$ cat config.mk
export PLATFORM = sky130hd
export DESIGN_NAME = atom_upd_engine
export DESIGN_NICKNAME = d
export VERILOG_FILES = /design/src/rtl/atom_pkg.sv /design/src/rtl/atom_mem.sv /design/src/rtl/atom_alu.sv /design/src/rtl/atom_hazard.sv /design/src/rtl/atom_upd_engine.sv
export SDC_FILE = /design/constraint.sdc
export NUM_CORES = 2
export LEC_CHECK = 0
export BUFFER_PORTS_ARGS = -buffer_cell sky130_fd_sc_hd__buf_2
export CORE_MARGIN = 5
export CORE_UTILIZATION = 59
export CTS_CLUSTER_DIAMETER = 30
export DETAILED_ROUTE_END_ITERATION = 6
export GPL_TIMING_DRIVEN = 0
export PLACE_DENSITY = 0.78
export REMOVE_ABC_BUFFERS = 1
export SLEW_MARGIN = 10
export SYNTH_ARGS = -nofsm -noshare
export SYNTH_HDL_FRONTEND = slang
export SYNTH_SLANG_ARGS = --single-unit
$ cat constraint.sdc
create_clock -name clk -period 5.55 [get_ports clk]
set_input_delay 0.2775 -clock clk [delete_from_list [all_inputs] [get_ports clk]]
set_output_delay 0.2775 -clock clk [all_outputs]
set_load 0.1 [all_outputs]
$ cat src/rtl/atom_pkg.sv
package atom_pkg;

    localparam logic [2:0] OP_ADD = 3'd0;
    localparam logic [2:0] OP_AND = 3'd1;
    localparam logic [2:0] OP_OR  = 3'd2;
    localparam logic [2:0] OP_XOR = 3'd3;
    localparam logic [2:0] OP_CAS = 3'd4;

    typedef enum logic [1:0] {
        ST_DONE     = 2'd0,
        ST_CMP_MISS = 2'd1,
        ST_BAD_OP   = 2'd2
    } rsp_st_e;

    function automatic logic op_known(input logic [2:0] op);
        return op <= OP_CAS;
    endfunction

    // A response is owed for errors, swaps, fetches, or in reliable mode.
    function automatic logic rsp_wanted(input logic [2:0] op, input logic fetch,
                                        input logic ack_all);
        return !op_known(op) || (op == OP_CAS) || fetch || ack_all;
    endfunction

    // The prior word travels back only for legal swaps and fetches.
    function automatic logic returns_old(input logic [2:0] op, input logic fetch);
        return op_known(op) && ((op == OP_CAS) || fetch);
    endfunction

endpackage

$ cat src/rtl/atom_mem.sv
module atom_mem #(
    parameter int DATA_W = 64,
    parameter int DEPTH  = 16,
    parameter int ADDR_W = 4
) (
    input  logic              clk,
    input  logic              rst,
    input  logic              re,
    input  logic [ADDR_W-1:0] raddr,
    output logic [DATA_W-1:0] rdata,
    input  logic              we,
    input  logic [ADDR_W-1:0] waddr,
    input  logic [DATA_W-1:0] wdata
);
    logic [DATA_W-1:0] word_q [DEPTH];
    logic [DATA_W-1:0] rdata_q;

    // A read and a write in the same cycle return the word as it was
    // before the write.
    always_ff @(posedge clk) begin
        if (rst) begin
            for (int i = 0; i < DEPTH; i++) word_q[i] <= '0;
            rdata_q <= '0;
        end else begin
            if (we) word_q[waddr] <= wdata;
            if (re) rdata_q <= word_q[raddr];
        end
    end

    assign rdata = rdata_q;
endmodule

$ cat src/rtl/atom_alu.sv
module atom_alu
    import atom_pkg::*;
#(
    parameter int DATA_W = 64
) (
    input  logic [2:0]        op,
    input  logic [DATA_W-1:0] old_val,
    input  logic [DATA_W-1:0] operand,
    input  logic [DATA_W-1:0] compare,
    output logic [DATA_W-1:0] new_val,
    output logic              wr_en,
    output rsp_st_e           status
);
    always_comb begin
        new_val = old_val;
        wr_en   = 1'b1;
        status  = ST_DONE;
        case (op)
            OP_ADD: new_val = old_val + operand;
            OP_AND: new_val = old_val & operand;
            OP_OR:  new_val = old_val | operand;
            OP_XOR: new_val = old_val ^ operand;
            OP_CAS: begin
                if (old_val == compare) begin
                    new_val = operand;
                end else begin
                    wr_en  = 1'b0;
                    status = ST_CMP_MISS;
                end
            end
            default: begin
                wr_en  = 1'b0;
                status = ST_BAD_OP;
            end
        endcase
    end
endmodule

$ cat src/rtl/atom_hazard.sv
module atom_hazard #(
    parameter int ADDR_W = 4,
    parameter int NSLOT  = 2
) (
    input  logic [NSLOT-1:0]             slot_valid,
    input  logic [NSLOT-1:0][ADDR_W-1:0] slot_addr,
    input  logic [ADDR_W-1:0]            probe_addr,
    output logic                         hit
);
    logic [NSLOT-1:0] hit_vec;

    for (genvar g = 0; g < NSLOT; g++) begin : g_cmp
        assign hit_vec[g] = slot_valid[g] && (slot_addr[g] == probe_addr);
    end

    assign hit = |hit_vec;
endmodule

$ cat src/rtl/atom_upd_engine.sv
module atom_upd_engine
    import atom_pkg::*;
#(
    parameter int DATA_W = 64,
    parameter int DEPTH  = 16,
    parameter int TAG_W  = 6,
    localparam int ADDR_W = (DEPTH > 1) ? $clog2(DEPTH) : 1
) (
    input  logic              clk,
    input  logic              rst,
    input  logic              ack_every,
    input  logic              req_valid,
    output logic              req_ready,
    input  logic [2:0]        req_op,
    input  logic              req_fetch,
    input  logic [ADDR_W-1:0] req_addr,
    input  logic [DATA_W-1:0] req_operand,
    input  logic [DATA_W-1:0] req_compare,
    input  logic [TAG_W-1:0]  req_tag,
    output logic              rsp_valid,
    input  logic              rsp_ready,
    output logic [TAG_W-1:0]  rsp_tag,
    output logic [1:0]        rsp_status,
    output logic [DATA_W-1:0] rsp_data
);
    localparam int NSLOT = 2;

    typedef struct packed {
        logic              v;
        logic [2:0]        op;
        logic              fetch;
        logic [ADDR_W-1:0] addr;
        logic [DATA_W-1:0] opnd;
        logic [DATA_W-1:0] cmp;
        logic [TAG_W-1:0]  tag;
    } slot_t;

    slot_t             s1_q, s2_q;
    logic [DATA_W-1:0] s2_old_q;

    logic              mem_re, mem_we;
    logic [ADDR_W-1:0] mem_raddr, mem_waddr;
    logic [DATA_W-1:0] mem_rdata, mem_wdata;

    logic [DATA_W-1:0] alu_new;
    logic              alu_wr;
    rsp_st_e           alu_st;

    logic                        haz_hit;
    logic [NSLOT-1:0]            slot_v;
    logic [NSLOT-1:0][ADDR_W-1:0] slot_a;

    logic s2_need, out_free, s2_go, s1_go, s1_room, acc;

    logic              rsp_valid_q;
    logic [TAG_W-1:0]  rsp_tag_q;
    logic [1:0]        rsp_st_q;
    logic [DATA_W-1:0] rsp_data_q;

    // Pipeline flow control, from the response end backwards
    assign s2_need  = rsp_wanted(s2_q.op, s2_q.fetch, ack_every);
    assign out_free = !rsp_valid_q || rsp_ready;
    assign s2_go    = s2_q.v && (!s2_need || out_free);
    assign s1_go    = s1_q.v && (!s2_q.v || s2_go);
    assign s1_room  = !s1_q.v || s1_go;

    // Both stages hold an address whose write has not landed yet.
    assign slot_v = {s2_q.v, s1_q.v};
    assign slot_a = {s2_q.addr, s1_q.addr};

    atom_hazard #(.ADDR_W(ADDR_W), .NSLOT(NSLOT)) u_haz (
        .slot_valid (slot_v),
        .slot_addr  (slot_a),
        .probe_addr (req_addr),
        .hit        (haz_hit)
    );

    assign req_ready = !rst && s1_room && !haz_hit;
    assign acc       = req_valid && req_ready;

    assign mem_re    = acc;
    assign mem_raddr = req_addr;

    atom_alu #(.DATA_W(DATA_W)) u_alu (
        .op      (s2_q.op),
        .old_val (s2_old_q),
        .operand (s2_q.opnd),
        .compare (s2_q.cmp),
        .new_val (alu_new),
        .wr_en   (alu_wr),
        .status  (alu_st)
    );

    assign mem_we    = s2_go && alu_wr;
    assign mem_waddr = s2_q.addr;
    assign mem_wdata = alu_new;

    atom_mem #(.DATA_W(DATA_W), .DEPTH(DEPTH), .ADDR_W(ADDR_W)) u_mem (
        .clk   (clk),
        .rst   (rst),
        .re    (mem_re),
        .raddr (mem_raddr),
        .rdata (mem_rdata),
        .we    (mem_we),
        .waddr (mem_waddr),
        .wdata (mem_wdata)
    );

    always_ff @(posedge clk) begin
        if (rst) begin
            s1_q        <= '0;
            s2_q        <= '0;
            s2_old_q    <= '0;
            rsp_valid_q <= 1'b0;
            rsp_tag_q   <= '0;
            rsp_st_q    <= '0;
            rsp_data_q  <= '0;
        end else begin
            if (acc) begin
                s1_q <= '{v: 1'b1, op: req_op, fetch: req_fetch, addr: req_addr,
                          opnd: req_operand, cmp: req_compare, tag: req_tag};
            end else if (s1_go) begin
                s1_q.v <= 1'b0;
            end

            // The read issued on acceptance returns while s1 holds the request.
            // No new read is issued until s1 moves on, so the data stays put.
            if (s1_go) begin
                s2_q     <= s1_q;
                s2_old_q <= mem_rdata;
            end else if (s2_go) begin
                s2_q.v <= 1'b0;
            end

            if (s2_go && s2_need) begin
                rsp_valid_q <= 1'b1;
                rsp_tag_q   <= s2_q.tag;
                rsp_st_q    <= alu_st;
                rsp_data_q  <= returns_old(s2_q.op, s2_q.fetch) ? s2_old_q : '0;
            end else if (rsp_ready) begin
                rsp_valid_q <= 1'b0;
            end
        end
    end

    assign rsp_valid  = rsp_valid_q;
    assign rsp_tag    = rsp_tag_q;
    assign rsp_status = rsp_st_q;
    assign rsp_data   = rsp_data_q;
endmodule

**After elaboration in Yosys (flattened, before gate mapping)**

Memories as Yosys holds them, arrays and structs flattened. A register that Yosys moved wholly into a read port is not among the register bits.
Index checks and enable logic that the tools add are counted.

- Flip-flop bits (word level): 423
- Memory bits (writable): 1024
- Word-level logic and storage cells: 85
- Memories kept: 1

Memory list:

| memory | depth | bits a word | rd ports | clocked after memory_dff | write ports | RTL line | RTL |
|---|---|---|---|---|---|---|---|
| u_mem.word_q | 16 | 64 | 1 | 1 | 16 | atom_mem.sv:15 | `logic [DATA_W-1:0] word_q [DEPTH];` |

- Add/sub/neg operators: 1
- Magnitude comparators: 1
- Equal/unequal tests: 7
- Mux-type cells: 21
- Bitwise logic cells: 3
- Reductions and logical operators: 32

Operators by type and width:

| kind | number |
|---|---|
| 64-bit case mux with 5 select lines | 1 |
| 64-bit 2-to-1 mux | 3 |
| 64-bit adder | 1 |
| 64-bit bitwise AND | 1 |
| 64-bit equality test | 1 |
| 64-bit OR | 1 |
| 64-bit OR reduction | 1 |
| 64-bit bitwise XOR | 1 |
| 1-bit 2-to-1 mux | 14 |
| 1-bit logical AND | 10 |
| 4-bit equality test | 2 |
| 1-bit logical OR | 8 |
| 1-bit logical NOT | 7 |
| 3-bit by 2-bit equality test with 1-bit output (second input constant) | 2 |
| 2-bit nonzero test | 3 |
| 4-bit 2-to-1 mux | 1 |
| 2-bit case mux with 2 select lines | 1 |
| 4-bit OR reduction | 1 |
| 3-bit by 1-bit equality test with 1-bit output (second input constant) | 1 |
| 3-bit equality test (second input constant) | 1 |
| 3-bit less-or-equal comparator (second input constant) | 1 |
| 3-bit logical NOT | 1 |
| 1-bit case mux with 2 select lines | 1 |
| 2-bit OR reduction | 1 |

**Longest topological paths before layout**

- Word-level depth: 15
- Mapped depth: 15
- Depth with buffers taken out: 14

**Modules after synthesis**

A second synthesis with hierarchy kept.

- Cells, all modules: 6847
- Area total of the unflattened synthesis: 75160.8 µm²

Modules (own cells, without submodules):

| module | times used | cells an instance | area an instance (µm²) | seq. area each (µm²) |
|---|---|---|---|---|
| atom_mem | 1 | 3622 | 48520.3 | 32030.7 |
| atom_upd_engine | 1 | 1630 | 17189.0 | 8468.1 |
| atom_alu | 1 | 1580 | 9352.7 | 0.0 |
| atom_hazard | 1 | 15 | 98.8 | 0.0 |

**Worst setup path before layout**

No wires, ideal clock.

- Path type: register to register
- From: register rsp_valid_q, in the netlist rsp_valid
- To: register s1_q[18] (netlist bit)
- Setup time: 0.132 ns
- Arrival: 4.776 ns
- Slack: 0.642 ns
- Stages on the path, launching flop included: 10
- Buffers on the path: 2
- Clock period less this slack: 4.908 ns
- Cells stage by stage: dfxtp_1 -> nand2b_1 -> nor3b_1 -> a41o_1 -> a211oi_1 -> nand2_1 -> clkbuf_1 -> clkbuf_1 -> nand2_1 -> a21oi_1

- Longest elaborated chain between the ends: 10

Ends and longest elaborated chain:

| element | RTL line | RTL |
|---|---|---|
| start: declaration | atom_upd_engine.sv:55 | `logic rsp_valid_q;` |
| start signal: assignment | atom_upd_engine.sv:114 | `rsp_valid_q <= 1'b0;` |
| start signal: assignment | atom_upd_engine.sv:136 | `rsp_valid_q <= 1'b1;` |
| start signal: assignment | atom_upd_engine.sv:141 | `rsp_valid_q <= 1'b0;` |
| 1-bit logical NOT | atom_upd_engine.sv:62 | `assign out_free = !rsp_valid_q \|\| rsp_ready;` |
| 1-bit logical OR | atom_upd_engine.sv:62 |  |
| 1-bit logical OR | atom_upd_engine.sv:63 | `assign s2_go = s2_q.v && (!s2_need \|\| out_free);` |
| 1-bit logical AND | atom_upd_engine.sv:63 |  |
| 1-bit logical OR | atom_upd_engine.sv:64 | `assign s1_go = s1_q.v && (!s2_q.v \|\| s2_go);` |
| 1-bit logical AND | atom_upd_engine.sv:64 |  |
| 1-bit logical OR | atom_upd_engine.sv:65 | `assign s1_room = !s1_q.v \|\| s1_go;` |
| 1-bit logical AND (2 in series) | atom_upd_engine.sv:78 | `assign req_ready = !rst && s1_room && !haz_hit;` |
| via req_ready | atom_upd_engine.sv:13 | `output logic req_ready,` |
| 1-bit logical AND | atom_upd_engine.sv:79 | `assign acc = req_valid && req_ready;` |
| end signal: assignment | atom_upd_engine.sv:120 | `s1_q <= '{v: 1'b1, op: req_op, fetch: req_fetch, addr: req_addr,` |
| end: declaration | atom_upd_engine.sv:38 | `slot_t s1_q, s2_q;` |

The timed path passes the listed nets, and every way through them passes these cells.
A chain may end at the register's enable or synchronous reset.

==> impl_metrics.ini <==
[clock_tree]
numCtsBuffers = 233
clock_path_buffers = 3
clock-sinks = 1511
cts_tree = yes
htreeDepth = 4
clk_latency_ns = 0.85
path_clk_slew_ns = 0.06
root_buffer = clkbuf_16

[global_route]
antenna_found_initial = 7
overflow = 0
grt_pass1_wl_um = 374000
first_global_vias = 57700
grt_max_degree = 147
track_usage = 0.404

[placed_design]
portBuffers = 220
dp_slack_ns = -1.41
place_hpwl_um = 133000
gp_congestion = 0.910
dp_cells = 7598

[detailed_routing]
dr.pass1.iters = 7
routed_wl_um = 260000
drt_iter0_drc = 10600
avgRoutedWirePerCell_um = 31.7
via_per_inst = 7.02
via_count = 57700
antenna_left = 0
drc_errors = 45

[sta]
rsz0062_at_grt = no
setup_ws_ns = -0.141
finClkSkew_ns = 0.0535
drv_slew = 0
hold_violations = 0
period_minus_slack_ns = 5.69
relSlewSlack = 0.0812
worst_slew_pin_slew_ns = 1.37
setup_viol = 214
clock.fmax_mhz = 176
fin_crit_sh = 1.03

[power_and_ir_drop]
p_switching_mw = 7.52
p_leak_nw = 28.8
power_frac_comb = 0.069
sw_frac_of_total = 0.251
vdd_drop_max_mv = 0.327
clkPwrFrac = 0.512
p_seq_frac = 0.419
intPower_mw = 22.4
power.density_nw_per_um2 = 361

[status]
status = finished with violations
violations = design-rule violations, negative setup slack

[floorplanning]
die_x_um = 352
initial_core_util = 0.595
dieHeight_um = 352
dieArea_sq_um = 124000
fp-row-count = 125
core-area_sq_um = 116000
ios = 221

[synth]
synth_edf_count = 1024
synth_top_cell_by_area = edfxtp_1
yosysWarningCount = 0
synth-main-ff-cell = edfxtp_1
syn_area_sq_um = 69100
async_flop_share = 0
synth_top_cell_area_share = 0.445
yosys-top-cells-area = edfxtp_1 44%, dfxtp_1 14%, mux4_2 10%, nor2_1 6.1%, nand2_1 5.7%
synthDistinctLibCells = 80
synth_cells = 6286
postSynthAreaPerCell_sq_um = 11.0
ys_ff_latch = 1511
seq_area_frac_synth = 0.586

[critical_path]
crit_chain = xnor2_1, nand4_1, nor4_1, nand4_1, buf_6, buf_6, nor2_4, nor2_2, nor4b_4, buf_4, buf_4, nand3_4, buf_12, nand2b_4, buf_12
crit_buf_inv = 6
cp_top_family = simple AND/OR/NAND/NOR gates
critPathMaxStageDelay_ns = 0.81
start_kind = flop
critPathRequiredTime_ns = 6.05
crit_fanout = 37
end_kind = flop
path_class = flop to flop
critPathArrivalTime_ns = 6.20
crit_path_top_delay_cell = dfxtp_1

[final_layout]
fillers = 6794
drive_gt1_frac = 0.186
nNetsFinal = 6752
syn_to_final_growth_pct = 19.8
layoutNonFillerInstCount = 8214
multiInputGateArea_sq_um = 26700
regArea_sq_um = 40500

[flow_run]
maxCapViolCount = 0

[min_path]
hold_path_class = input pin to flop
power groups by stage:
stage | combinational [mW] | sequential, mW | clock (mW)
after CTS | 1.94 | 12.5 | 15.1
after global routing | 2.11 | 12.5 | 15.7
final | 2.07 | 12.5 | 15.3
after detailed placement | 1.80 | 12.7 | 0
after floorplan | 0.973 | 12.7 | 0
after global placement | 1.74 | 12.7 | 0
Yosys cell counts, types with 74 or more instances:
library cell	number
clkbuf_1	384
a21oi_1	762
inv_1	149
buf_2	99
ha_1	128
edfxtp_1	1024
nand2_1	1050
o22ai_1	74
nand3_1	90
nor2_1	1116
mux4_2	322
o21ai_0	79
dfxtp_1	487
xnor2_1	102
flip-flops by register name (all words and copies together) (netlist names):
signal,count
u_mem.word_q,1024
s1_q,143
s2_q,139
rsp_data,64
s2_old_q,64
u_mem.rdata,64
rsp_tag,6
mem_waddr,4
rsp_status,2
rsp_valid,1
worst min-delay path, cell delays in order:
cell and delay (ns):
buf_2 0.15, and2_4 0.24, nand2_1 0.09, a21oi_1 0.06
placed cells by master, fill, tap and decap left out, types with 25 or more instances in the layout:
| cell | synthesis | routed |
|---|---|---|
| inv_6 | 0 | 37 |
| clkinv_2 | 0 | 28 |
| clkbuf_16 | 0 | 237 |
| o21ai_0 | 79 | 79 |
| nor2_1 | 1116 | 1111 |
| dlygate4sd3_1 | 0 | 142 |
| mux4_2 | 322 | 322 |
| buf_2 | 99 | 215 |
| xnor2_1 | 102 | 97 |
| dfxtp_1 | 487 | 484 |
| o21ai_2 | 3 | 25 |
| ha_1 | 128 | 128 |
| buf_16 | 0 | 47 |
| buf_12 | 0 | 29 |
| o22ai_1 | 74 | 64 |
| nand4_1 | 41 | 41 |
| a21o_1 | 34 | 33 |
| inv_1 | 149 | 149 |
| clkinvlp_4 | 0 | 25 |
| edfxtp_1 | 1024 | 1024 |
| nand2_1 | 1050 | 1042 |
| nand3_1 | 90 | 82 |
| a21oi_1 | 762 | 749 |
metal layers:
metal,global-route usage,wire [um],up-vias
li1,-,-,22600
met1,0.478,78500,27000
met2,0.613,115000,6234
met3,0.148,43200,1845
met4,0.291,24100,2
met5,0.00231,17,-
path summary, 6_finish.rpt:
kind | from | to | slack (ns) | cells after the start
min | req_valid | u_mem.rdata[39] | 0.03 | 4
max reg2reg | s2_old_q[59] | u_mem.word_q[14][46] | -0.14 | 15
max | s2_old_q[59] | u_mem.word_q[14][46] | -0.14 | 15
min reg2reg | s1_q[65] | s2_q[65] | 0.44 | 2
through the flow:
step	setup TNS, ns	hold WS, ns	util	power (mW)	cell area, sq um
floorplan	-4459.23	0.347	-	13.6	66900
global placement	-	0.435	0.602	14.5	69900
detailed placement	-870.89	0.441	0.626	14.5	72700
CTS	0	0.00633	0.710	29.5	82600
global route	0	0.0523	0.712	30.4	82800
finish	-8.33	0.0332	0.713	29.9	82800
cells by family (layout without fill, tap and decap cells):
logic type	after synthesis	after routing	synth area share
AND/OR/NAND/NOR	2380	2395	0.137
buffers and inverters	689	1072	0.0397
AO/OA/AOI/OAI	1126	1126	0.0928
multiplexers	325	325	0.105
XOR/XNOR	126	126	0.0160
other	0	6	0
flip-flops	1511	1511	0.586
adder cells (fa/ha/maj)	129	129	0.0235
final cells by class:
class | count | area share
Clock buffer | 275 | 0.0760
Clock inverter | 168 | 0.0232
Tap cell | 1524 | 0.0230
Multi-Input combinational cell | 4101 | 0.322
Antenna cell | 6 | 0.000181
Sequential cell | 1511 | 0.489
Inverter | 150 | 0.00686
Timing Repair Buffer | 479 | 0.0595
repair_timing:
item,CTS,global route
pin swaps,4,0
hold endpoints to repair,152,0
gates cloned,11,4
gates resized for setup,6,6
hold buffers,142,0
setup endpoints to repair,1527,557
buffers inserted,8,2
(Power assumes the default switching activity.)
